### src/rtl/iic_fs_pkg.sv
package iic_fs_pkg;
  localparam int REG_AW = 3;

  localparam logic [REG_AW-1:0] A_CTRL   = 3'd0;
  localparam logic [REG_AW-1:0] A_STATUS = 3'd1;
  localparam logic [REG_AW-1:0] A_TXDATA = 3'd2;
  localparam logic [REG_AW-1:0] A_RXDATA = 3'd3;
  localparam logic [REG_AW-1:0] A_TXOCC  = 3'd4;
  localparam logic [REG_AW-1:0] A_RXOCC  = 3'd5;
  localparam logic [REG_AW-1:0] A_RXTHR  = 3'd6;
  localparam logic [REG_AW-1:0] A_ERR    = 3'd7;

  // status byte bit positions
  localparam int ST_BUSY    = 2;
  localparam int ST_TXFULL  = 4;
  localparam int ST_RXFULL  = 5;
  localparam int ST_RXEMPTY = 6;
  localparam int ST_TXEMPTY = 7;

  localparam int CTL_FLUSH = 1;
  localparam int ERR_OVF   = 0;
  localparam int ERR_UNF   = 1;
endpackage

### src/rtl/iic_fs_fifo.sv
module iic_fs_fifo #(
  parameter int W     = 8,
  parameter int DEPTH = 16,
  localparam int PW   = $clog2(DEPTH),
  localparam int CW   = $clog2(DEPTH + 1)
) (
  input  logic          clk,
  input  logic          rst,
  input  logic          flush,
  input  logic          push,
  input  logic [W-1:0]  wdata,
  input  logic          pop,
  output logic [W-1:0]  head,
  output logic [CW-1:0] count,
  output logic          full,
  output logic          empty
);
  logic [W-1:0]  mem [DEPTH];
  logic [PW-1:0] wptr, rptr;
  logic          do_push, do_pop;

  assign full    = (count == CW'(DEPTH));
  assign empty   = (count == '0);
  assign do_push = push && !full && !flush;
  assign do_pop  = pop && !empty && !flush;
  assign head    = mem[rptr];

  function automatic logic [PW-1:0] bump(input logic [PW-1:0] p);
    return (p == PW'(DEPTH - 1)) ? '0 : p + 1'b1;
  endfunction

  always_ff @(posedge clk) begin
    if (do_push) mem[wptr] <= wdata;
  end

  always_ff @(posedge clk) begin
    if (rst || flush) begin
      wptr  <= '0;
      rptr  <= '0;
      count <= '0;
    end else begin
      if (do_push) wptr <= bump(wptr);
      if (do_pop)  rptr <= bump(rptr);
      case ({do_push, do_pop})
        2'b10:   count <= count + 1'b1;
        2'b01:   count <= count - 1'b1;
        default: count <= count;
      endcase
    end
  end
endmodule

### src/rtl/iic_fs_regs.sv
module iic_fs_regs
  import iic_fs_pkg::*;
#(
  parameter int DEPTH  = 16,
  parameter int CMD_W  = 10,
  parameter int BYTE_W = 8,
  parameter int DATA_W = 16,
  localparam int PW    = $clog2(DEPTH),
  localparam int CW    = $clog2(DEPTH + 1)
) (
  input  logic              clk,
  input  logic              rst,
  input  logic              reg_wr,
  input  logic              reg_rd,
  input  logic [REG_AW-1:0] reg_addr,
  input  logic [DATA_W-1:0] reg_wdata,
  output logic [DATA_W-1:0] reg_rdata,
  input  logic              bus_busy,
  input  logic [CW-1:0]     tx_count,
  input  logic [CW-1:0]     rx_count,
  input  logic              tx_full,
  input  logic              tx_empty,
  input  logic              rx_full,
  input  logic              rx_empty,
  input  logic [BYTE_W-1:0] rx_head,
  output logic              tx_push,
  output logic [CMD_W-1:0]  tx_wdata,
  output logic              rx_pop,
  output logic              tx_flush,
  output logic [PW-1:0]     rx_thr,
  output logic              err_ovf,
  output logic              err_unf
);
  logic [7:0]        status;
  logic [DATA_W-1:0] rd_mux;
  logic              wr_tx, rd_rx, clr_wr;
  logic              unused_wbits;

  assign unused_wbits = ^reg_wdata;

  assign wr_tx    = reg_wr && (reg_addr == A_TXDATA);
  assign rd_rx    = reg_rd && (reg_addr == A_RXDATA);
  assign clr_wr   = reg_wr && (reg_addr == A_ERR);
  assign tx_push  = wr_tx;
  assign tx_wdata = reg_wdata[CMD_W-1:0];
  assign rx_pop   = rd_rx && !rx_empty;

  function automatic logic [PW-1:0] occ_of(input logic [CW-1:0] c);
    return (c == '0) ? '0 : PW'(c - 1'b1);
  endfunction

  always_comb begin
    status             = '0;
    status[ST_BUSY]    = bus_busy;
    status[ST_TXFULL]  = tx_full;
    status[ST_RXFULL]  = rx_full;
    status[ST_RXEMPTY] = rx_empty;
    status[ST_TXEMPTY] = tx_empty;
  end

  always_comb begin
    rd_mux = '0;
    case (reg_addr)
      A_CTRL:   rd_mux[CTL_FLUSH] = tx_flush;
      A_STATUS: rd_mux = DATA_W'(status);
      A_RXDATA: rd_mux = rx_empty ? '0 : DATA_W'(rx_head);
      A_TXOCC:  rd_mux = DATA_W'(occ_of(tx_count));
      A_RXOCC:  rd_mux = DATA_W'(occ_of(rx_count));
      A_RXTHR:  rd_mux = DATA_W'(rx_thr);
      A_ERR: begin
        rd_mux[ERR_OVF] = err_ovf;
        rd_mux[ERR_UNF] = err_unf;
      end
      default:  rd_mux = '0;
    endcase
  end

  always_ff @(posedge clk) begin
    if (rst) begin
      reg_rdata <= '0;
      tx_flush  <= 1'b0;
      rx_thr    <= '0;
      err_ovf   <= 1'b0;
      err_unf   <= 1'b0;
    end else begin
      if (reg_rd) reg_rdata <= rd_mux;
      if (reg_wr && reg_addr == A_CTRL)  tx_flush <= reg_wdata[CTL_FLUSH];
      if (reg_wr && reg_addr == A_RXTHR) rx_thr   <= reg_wdata[PW-1:0];
      // a new error in the same cycle wins over the clear
      if (wr_tx && tx_full && !tx_flush)            err_ovf <= 1'b1;
      else if (clr_wr && reg_wdata[ERR_OVF])        err_ovf <= 1'b0;
      if (rd_rx && rx_empty)                        err_unf <= 1'b1;
      else if (clr_wr && reg_wdata[ERR_UNF])        err_unf <= 1'b0;
    end
  end
endmodule

### src/rtl/iic_fs_events.sv
module iic_fs_events #(
  parameter int DEPTH = 16,
  localparam int PW   = $clog2(DEPTH),
  localparam int CW   = $clog2(DEPTH + 1)
) (
  input  logic          clk,
  input  logic          rst,
  input  logic [CW-1:0] tx_count,
  input  logic [CW-1:0] rx_count,
  input  logic [PW-1:0] rx_thr,
  output logic          ev_rx_level,
  output logic          ev_tx_empty,
  output logic          ev_tx_half
);
  always_ff @(posedge clk) begin
    if (rst) begin
      ev_rx_level <= 1'b0;
      ev_tx_empty <= 1'b1;
      ev_tx_half  <= 1'b1;
    end else begin
      ev_rx_level <= (rx_count > CW'(rx_thr));
      ev_tx_empty <= (tx_count == '0);
      ev_tx_half  <= (tx_count <= CW'(DEPTH / 2));
    end
  end
endmodule

### src/rtl/iic_fifo_status.sv
module iic_fifo_status
  import iic_fs_pkg::*;
#(
  parameter int DEPTH  = 16,
  parameter int CMD_W  = 10,
  parameter int BYTE_W = 8,
  parameter int DATA_W = 16
) (
  input  logic              clk,
  input  logic              rst,
  input  logic              reg_wr,
  input  logic              reg_rd,
  input  logic [REG_AW-1:0] reg_addr,
  input  logic [DATA_W-1:0] reg_wdata,
  output logic [DATA_W-1:0] reg_rdata,
  input  logic              bus_busy,
  output logic [CMD_W-1:0]  eng_tx_word,
  output logic              eng_tx_valid,
  input  logic              eng_tx_pop,
  input  logic [BYTE_W-1:0] eng_rx_byte,
  input  logic              eng_rx_push,
  output logic              eng_rx_ready,
  output logic              ev_rx_level,
  output logic              ev_tx_empty,
  output logic              ev_tx_half
);
  localparam int PW = $clog2(DEPTH);
  localparam int CW = $clog2(DEPTH + 1);

  logic [CW-1:0]     tx_cnt, rx_cnt;
  logic              tx_full, tx_empty, rx_full, rx_empty;
  logic              tx_push_i, rx_pop_i, tx_flush;
  logic [CMD_W-1:0]  tx_wdata;
  logic [BYTE_W-1:0] rx_head;
  logic [PW-1:0]     rx_thr;
  logic              err_ovf, err_unf;

  iic_fs_fifo #(.W(CMD_W), .DEPTH(DEPTH)) u_txq (
    .clk(clk), .rst(rst), .flush(tx_flush),
    .push(tx_push_i), .wdata(tx_wdata),
    .pop(eng_tx_pop), .head(eng_tx_word),
    .count(tx_cnt), .full(tx_full), .empty(tx_empty)
  );

  iic_fs_fifo #(.W(BYTE_W), .DEPTH(DEPTH)) u_rxq (
    .clk(clk), .rst(rst), .flush(1'b0),
    .push(eng_rx_push), .wdata(eng_rx_byte),
    .pop(rx_pop_i), .head(rx_head),
    .count(rx_cnt), .full(rx_full), .empty(rx_empty)
  );

  iic_fs_regs #(
    .DEPTH(DEPTH), .CMD_W(CMD_W), .BYTE_W(BYTE_W), .DATA_W(DATA_W)
  ) u_regs (
    .clk(clk), .rst(rst),
    .reg_wr(reg_wr), .reg_rd(reg_rd), .reg_addr(reg_addr),
    .reg_wdata(reg_wdata), .reg_rdata(reg_rdata),
    .bus_busy(bus_busy),
    .tx_count(tx_cnt), .rx_count(rx_cnt),
    .tx_full(tx_full), .tx_empty(tx_empty),
    .rx_full(rx_full), .rx_empty(rx_empty),
    .rx_head(rx_head),
    .tx_push(tx_push_i), .tx_wdata(tx_wdata), .rx_pop(rx_pop_i),
    .tx_flush(tx_flush), .rx_thr(rx_thr),
    .err_ovf(err_ovf), .err_unf(err_unf)
  );

  iic_fs_events #(.DEPTH(DEPTH)) u_ev (
    .clk(clk), .rst(rst),
    .tx_count(tx_cnt), .rx_count(rx_cnt), .rx_thr(rx_thr),
    .ev_rx_level(ev_rx_level), .ev_tx_empty(ev_tx_empty),
    .ev_tx_half(ev_tx_half)
  );

  assign eng_tx_valid = !tx_empty;
  assign eng_rx_ready = !rx_full;
endmodule

### config.mk
export PLATFORM = sky130hd
export DESIGN_NAME = iic_fifo_status
export DESIGN_NICKNAME = d
export VERILOG_FILES = /design/src/rtl/iic_fs_pkg.sv /design/src/rtl/iic_fs_fifo.sv /design/src/rtl/iic_fs_regs.sv /design/src/rtl/iic_fs_events.sv /design/src/rtl/iic_fifo_status.sv
export SDC_FILE = /design/constraint.sdc
export NUM_CORES = 1
export LEC_CHECK = 0
export ABC_AREA = 0
export BUFFER_PORTS_ARGS = -buffer_cell sky130_fd_sc_hd__buf_2
export CAP_MARGIN = 20
export CORE_MARGIN = 3
export CORE_UTILIZATION = 30
export CTS_BUF_LIST = sky130_fd_sc_hd__clkbuf_4
export DETAILED_ROUTE_END_ITERATION = 10
export GPL_ROUTABILITY_DRIVEN = 0
export PLACE_DENSITY = 0.56
export SYNTH_ARGS = -nofsm -noshare
export SYNTH_HDL_FRONTEND = slang
export SYNTH_SLANG_ARGS = --single-unit
### constraint.sdc
create_clock -name clk -period 3.65 [get_ports clk]
set_input_delay 0.365 -clock clk [delete_from_list [all_inputs] [get_ports clk]]
set_output_delay 0.365 -clock clk [all_outputs]
set_load 0.005 [all_outputs]
# Word level (Yosys, flattened, before mapping)
# Memory sizes are Yosys's and may differ from the RTL's. A register that Yosys moved wholly into a read port is not among the register bits.
# Index checks and enable logic that the tools add are counted.
[word_totals] in_bits=34 ram_bits=288 register_bits=52 memories=2 output_inout_bits=31 word_cells=97
[mem_list] memory="u_txq.mem" words=16 word_bits=10 rd=1 rd_clocked_by_memory_dff=1 wr=1 line="iic_fs_fifo.sv:18" text="logic [W-1:0] mem [DEPTH];"
[mem_list] memory="u_rxq.mem" words=16 word_bits=8 rd=1 rd_clocked_by_memory_dff=1 wr=1 line="iic_fs_fifo.sv:18"
[classes] n_eq_ne=17 muxes=24 n_lt_le_gt_ge=2 n_addsub=8 n_reduce_logical=30
[ops] cell="$pmux 14 s5" n=1
[ops] cell="$mux 4" n=10
[ops] cell="$pmux 5 s2" n=2
[ops] cell="$logic_and 1x1->1" n=17
[ops] cell="$add 4x1->4 const B" n=4
[ops] cell="$eq 4x4->1 const B" n=4
[ops] cell="$eq 3x3->1 const B" n=4
[ops] cell="$add 5x1->5 const B" n=2
[ops] cell="$eq 5x5->1 const B" n=2
[ops] cell="$logic_not 5->1" n=2
[ops] cell="$sub 5x1->5 const B" n=2
[ops] cell="$mux 1" n=8
[ops] cell="$mux 8" n=1
[ops] cell="$reduce_bool 2->1" n=4
[ops] cell="$eq 3x2->1 const B" n=2
[ops] cell="$pmux 1 s6" n=1
[ops] cell="$gt 5x4->1" n=1
[ops] cell="$le 5x4->1 const B" n=1
[ops] cell="$logic_not 1->1" n=5
[ops] cell="$pmux 1 s5" n=1
[ops] cell="$eq 2x1->1 const B" n=2
[ops] cell="$eq 2x2->1 const B" n=2
[ops] cell="$eq 3x1->1 const B" n=1
[ops] cell="$logic_not 3->1" n=1
[ops] cell="$logic_or 1x1->1" n=1

# Depth between registers and ports, before layout
[depth] depth_word=6 mapped_depth=12 mapped_depth_nobuf=12

# Modules after synthesis
# A second synthesis with hierarchy kept.
[unflattened] cells_unflattened=803 area_unflattened_um2=14458.9
[modules_own_cells] module="iic_fs_fifo at u_txq" seq_area_each_um2=5144.9 cells_per_inst=341 n_inst=1 area_per_inst_um2=7193.1
[modules_own_cells] module="iic_fs_fifo at u_rxq" seq_area_each_um2=4184.0 cells_per_inst=297 n_inst=1 area_per_inst_um2=5943.2
[modules_own_cells] module="iic_fs_regs" seq_area_each_um2=300.3 cells_per_inst=139 n_inst=1 area_per_inst_um2=1107.3
[modules_own_cells] module="iic_fs_events" seq_area_each_um2=60.1 cells_per_inst=23 n_inst=1 area_per_inst_um2=203.9
[modules_own_cells] module="iic_fifo_status" seq_area_each_um2=0.0 cells_per_inst=3 n_inst=1 area_per_inst_um2=11.3

# Least setup slack after synthesis
# No wires, ideal clock.
[synth_path] path_kind="register to register" start="register u_txq.count[0]" end="memory u_txq.mem[3][0] in the netlist's numbering, enable pin" t_required_ns=3.260 slack_ns=1.055 path_stages_with_launch=7 arrival_ns=2.205 synth_period_minus_slack_ns=2.595 path_buffers=0 setup_ns=0.390 path_cell_list="dfxtp_1 -> inv_1 -> ha_1 -> or4bb_1 -> nor4b_4 -> nand2_1 -> nor3_1"
[synth_via] elab_chain_cells=6
[synth_rtl] item="from (decl)" line="iic_fs_fifo.sv:14" text="output logic [CW-1:0] count,"
[synth_rtl] item="from (signal assigned)" line="iic_fs_fifo.sv:45" text="2'b10: count <= count + 1'b1;"
[synth_rtl] item="from (signal assigned)" line="iic_fs_fifo.sv:46" text="2'b01: count <= count - 1'b1;"
[synth_rtl] item="from (signal assigned)" line="iic_fs_fifo.sv:47" text="default: count <= count;"
[synth_rtl] item="$eq 5x5->1" line="iic_fs_fifo.sv:22" text="assign full = (count == CW'(DEPTH));"
[synth_rtl] item="$logic_not 1->1" line="iic_fs_fifo.sv:24" text="assign do_push = push && !full && !flush;"
[synth_rtl] item="$logic_and 1x1->1 (2 in series)" line="iic_fs_fifo.sv:24"
[synth_rtl] item="$mux 1" line="iic_fs_fifo.sv:33" text="if (do_push) mem[wptr] <= wdata;"
[synth_rtl] item="$mux 1 (implied by the code)" line="iic_fs_fifo.sv:33"
[synth_rtl] item="to (decl)" line="iic_fs_fifo.sv:18"
# No other way between the ends.

==> summary.md <==
| Metric | Value |
|---|---|
| Status | completed |
| Final Util | 36.0% |
| DP Wirelength | 19.4 mm |
| Internal power | 6.58 mW |
| Layout cell share with drive strength beyond 1 | between 30% and 40% |
| Tmin final | just over 3 ns |
| Yosys cell types | between 50 and 60 |
| Initial antenna violation count | 5 |
| Die area | 48,700 um2 |
| Via/cell ratio | 4.67 |
| Synthesized flop and latch total | 340 |
| Final wirelength | 30.8 mm |
| Core area | 45,500 um2 |
| Sink Count | 340 |
| Clock Skews | between 0.05 and 0.06 ns |
| FFs w/ async S/R, synth | 0% |
| IO Port Bufs | 50 |
| CP startpoint kind | flop |
| Fin cells | around 1,600 |
| Sequential share of the synthesized area | between 70% and 80% |
| Vias in the first global route | 7,855 |
| Cells after synthesis | 793 |
| TritonCTS Buffers | between 80 and 90 |
| Worst path slowest cell | mux4_2 |
| Cell family with most CP delay | multiplexers |
| Post-CTS Resized | 0 |
| Fin Hold WS | 0.0866 ns |
| Largest net degree at the start of global routing | 41 |
| 1st-iter DRT viols | about 530 |
| Total Routing Usage GR | 13.0% |
| Synthesis-to-layout area growth | 18.3% |
| Net count, final | 1,016 |
| Die span in y | 221 um |
| Critical Path Sink Type | primary output |
| Net switching power | 2.13 mW |
| Final setup fails | 0 |
| Slew of the pin with the lowest slew margin | around 0.98 ns |
| VDD IR-drop max | around 300 uV |
| Hold Crit Class | in2reg |
| Syn avg cell area | approximately 17 um2 |
| Commonest non-fill, non-tap cell in the layout | edfxtp_1 |
| CP Cell Sequence | buf_12 -> mux4_2 -> mux4_2 -> buf_2 |
| YS warnings | 0 |
| First-pass GRT wire length | 47.0 mm |
| Worst EP required | 3.28 ns |
| CP Data Arrival Time | 2.70 ns |
| Clk root buf | clkbuf_4 |
| # DRC | 0 |
| EDFF count, synth | 288 |
| Num rows | 78 |
| CP max stage delay | 0.59 ns |
| CTS Buffer Depth | 3 |
| Count of max-cap constraint violations | 0 |
| Critical Setup Path Class | reg2out |
| Per-cell routed wire length | 18.9 um |
| CP max FO | 40 |
| Gr ovfl total | 0 |
| Clk pin slew, worst setup/hold paths | 0.06 ns |
| RSZ-0062 raised after global routing | no |
| Tcrit/Tclk final | 84.1% |
| Max Slew Vio Count | 0 |
| Seq pwr share | between 40% and 50% |
| DR vias | 7,592 |
| Fmax | 326 MHz |
| Initial Util | about 30% |
| Leak | around 5.4 nW |
| Fin. Hold Viols | 0 |
| Post-route ant nets | 0 |
| CTS tree | yes |
| Sw Share | 24.4% |
| PwrDens | 533 nW/um2 |
| I/O pins | 65 |
| Final Total Pwr | 8.71 mW |
| Setup TNS | 0 ns |
| First-pass iteration count of the detailed router | 4 |
| Worst rel slew slack | 34.2% |
| Die Wd | 221 um |
| Critical Path Most Common Cell | mux4_2 |
| Synthesized cell area | 13,800 um2 |
| Clock network power share | between 30% and 40% |
| Top FF cell, synth | edfxtp_1 |
| Post-placement cell count | ~1,400 |
| CP Buf/Inv Count | 2 |
| Gate power share | 12.0% |
| Most frequent cells in the layout | edfxtp_1 (288), clkbuf_4 (133), mux4_2 (80) |
| H-tree depth | 3 |
| Clk_lat worst skew | a little under 0.8 ns |
-- path summary, 6_finish.rpt --
kind	from	end	slack (ns)	cells past startpoint
worst min register to register	u_regs.err_unf	u_regs.err_unf	0.45	2
worst max-delay path	flop	eng_tx_word[3]	0.58	4
worst max register to register	u_rxq.count[0]	u_rxq.mem[8][1]	0.86	6
worst min-delay path	rst	u_regs.tx_flush	0.09	2
-- cell families after synthesis --
kind of cell             synth area share, %
flip-flops                              70.1
AND/OR/NAND/NOR                         5.81
multiplexers                            15.2
AO/OA/AOI/OAI                           3.39
buffers and inverters                   2.37
adder cells (fa/ha/maj)                 1.99
XOR/XNOR                                1.08
other                                 0.0271
-- layout make-up --
class | instances | area [um2]
multi-input combinational | 393 | 3870
antenna | 1 | 2.50
sequential | 340 | 9690
timing repair buffer | 114 | 806
tap | 600 | 751
clock buffer | 133 | 998
fill | 4432 | 29100
clock inverter | 23 | 144
inverter | 22 | 82.6
-- cell usage after synthesis, types with 4 or more instances --
| master | instances | area, um2 |
|---|---|---|
| nand2_1 | 34 | 128 |
| nor4_1 | 5 | 31.3 |
| and2_1 | 6 | 37.5 |
| buf_2 | 10 | 50.1 |
| mux4_2 | 80 | 1800 |
| nand4_1 | 4 | 25.0 |
| mux2i_1 | 26 | 260 |
| inv_1 | 21 | 78.8 |
| nor2_1 | 52 | 195 |
| buf_4 | 13 | 97.6 |
| mux2_2 | 4 | 45.0 |
| clkbuf_1 | 18 | 67.6 |
| edfxtp_1 | 288 | 8650 |
| or3_1 | 6 | 37.5 |
| ha_1 | 22 | 275 |
| nor3_1 | 13 | 65.1 |
| a211oi_1 | 7 | 52.6 |
| a21oi_1 | 24 | 120 |
| nand3_1 | 12 | 60.1 |
| dfxtp_1 | 52 | 1040 |
| nor2b_1 | 5 | 31.3 |
| o21ai_0 | 19 | 95.1 |
| xor2_1 | 8 | 70.1 |
| o31ai_1 | 4 | 30.0 |
| nand2b_1 | 6 | 37.5 |
| xnor2_1 | 9 | 78.8 |
-- per-stage QoR --
step                area [um2]  setup WS (ns)
detailed placement       15000          0.909
floorplan                13900           1.06
global route             16400          0.394
CTS                      16300          0.434
finish                   16400          0.582
global placement         15000          0.947
-- what timing repair did --
item                       4_1_cts  5_1_grt
setup endpoints to repair        0        0
buffers inserted                 0        0
hold buffers                    25        0
hold endpoints to repair       303        0
-- power by group through the flow --
stage | combinational (mW) | clock [mW] | sequential, mW
finish | 1.04 | 3.32 | 4.34
global route | 1.15 | 3.66 | 4.35
CTS | 1.06 | 3.45 | 4.34
detailed placement | 1.04 | 0 | 4.43
global placement | 1.03 | 0 | 4.43
floorplan | 0.733 | 0 | 4.39
-- layer usage --
layer / track usage, % / routed length [um]
met5: 0 / 42
met4: 4.33 / 554
met3: 4.00 / 1770
met2: 21.2 / 15100
met1: 16.5 / 13400
-- registers in the layout, indices dropped and copies added, names as in the netlist, named ones only --
name,count
u_ev.ev_rx_level,1
u_regs.err_unf,1
u_ev.ev_tx_empty,1
u_regs.reg_rdata,8
u_regs.err_ovf,1
u_rxq.rptr,4
u_ev.ev_tx_half,1
u_rxq.count,5
u_txq.wptr,4
u_txq.count,5
u_txq.mem,160
u_rxq.mem,128
u_regs.rx_thr,4
u_txq.rptr,4
u_regs.tx_flush,1
u_rxq.wptr,4
Note: power is estimated with default switching activity, not from simulation.
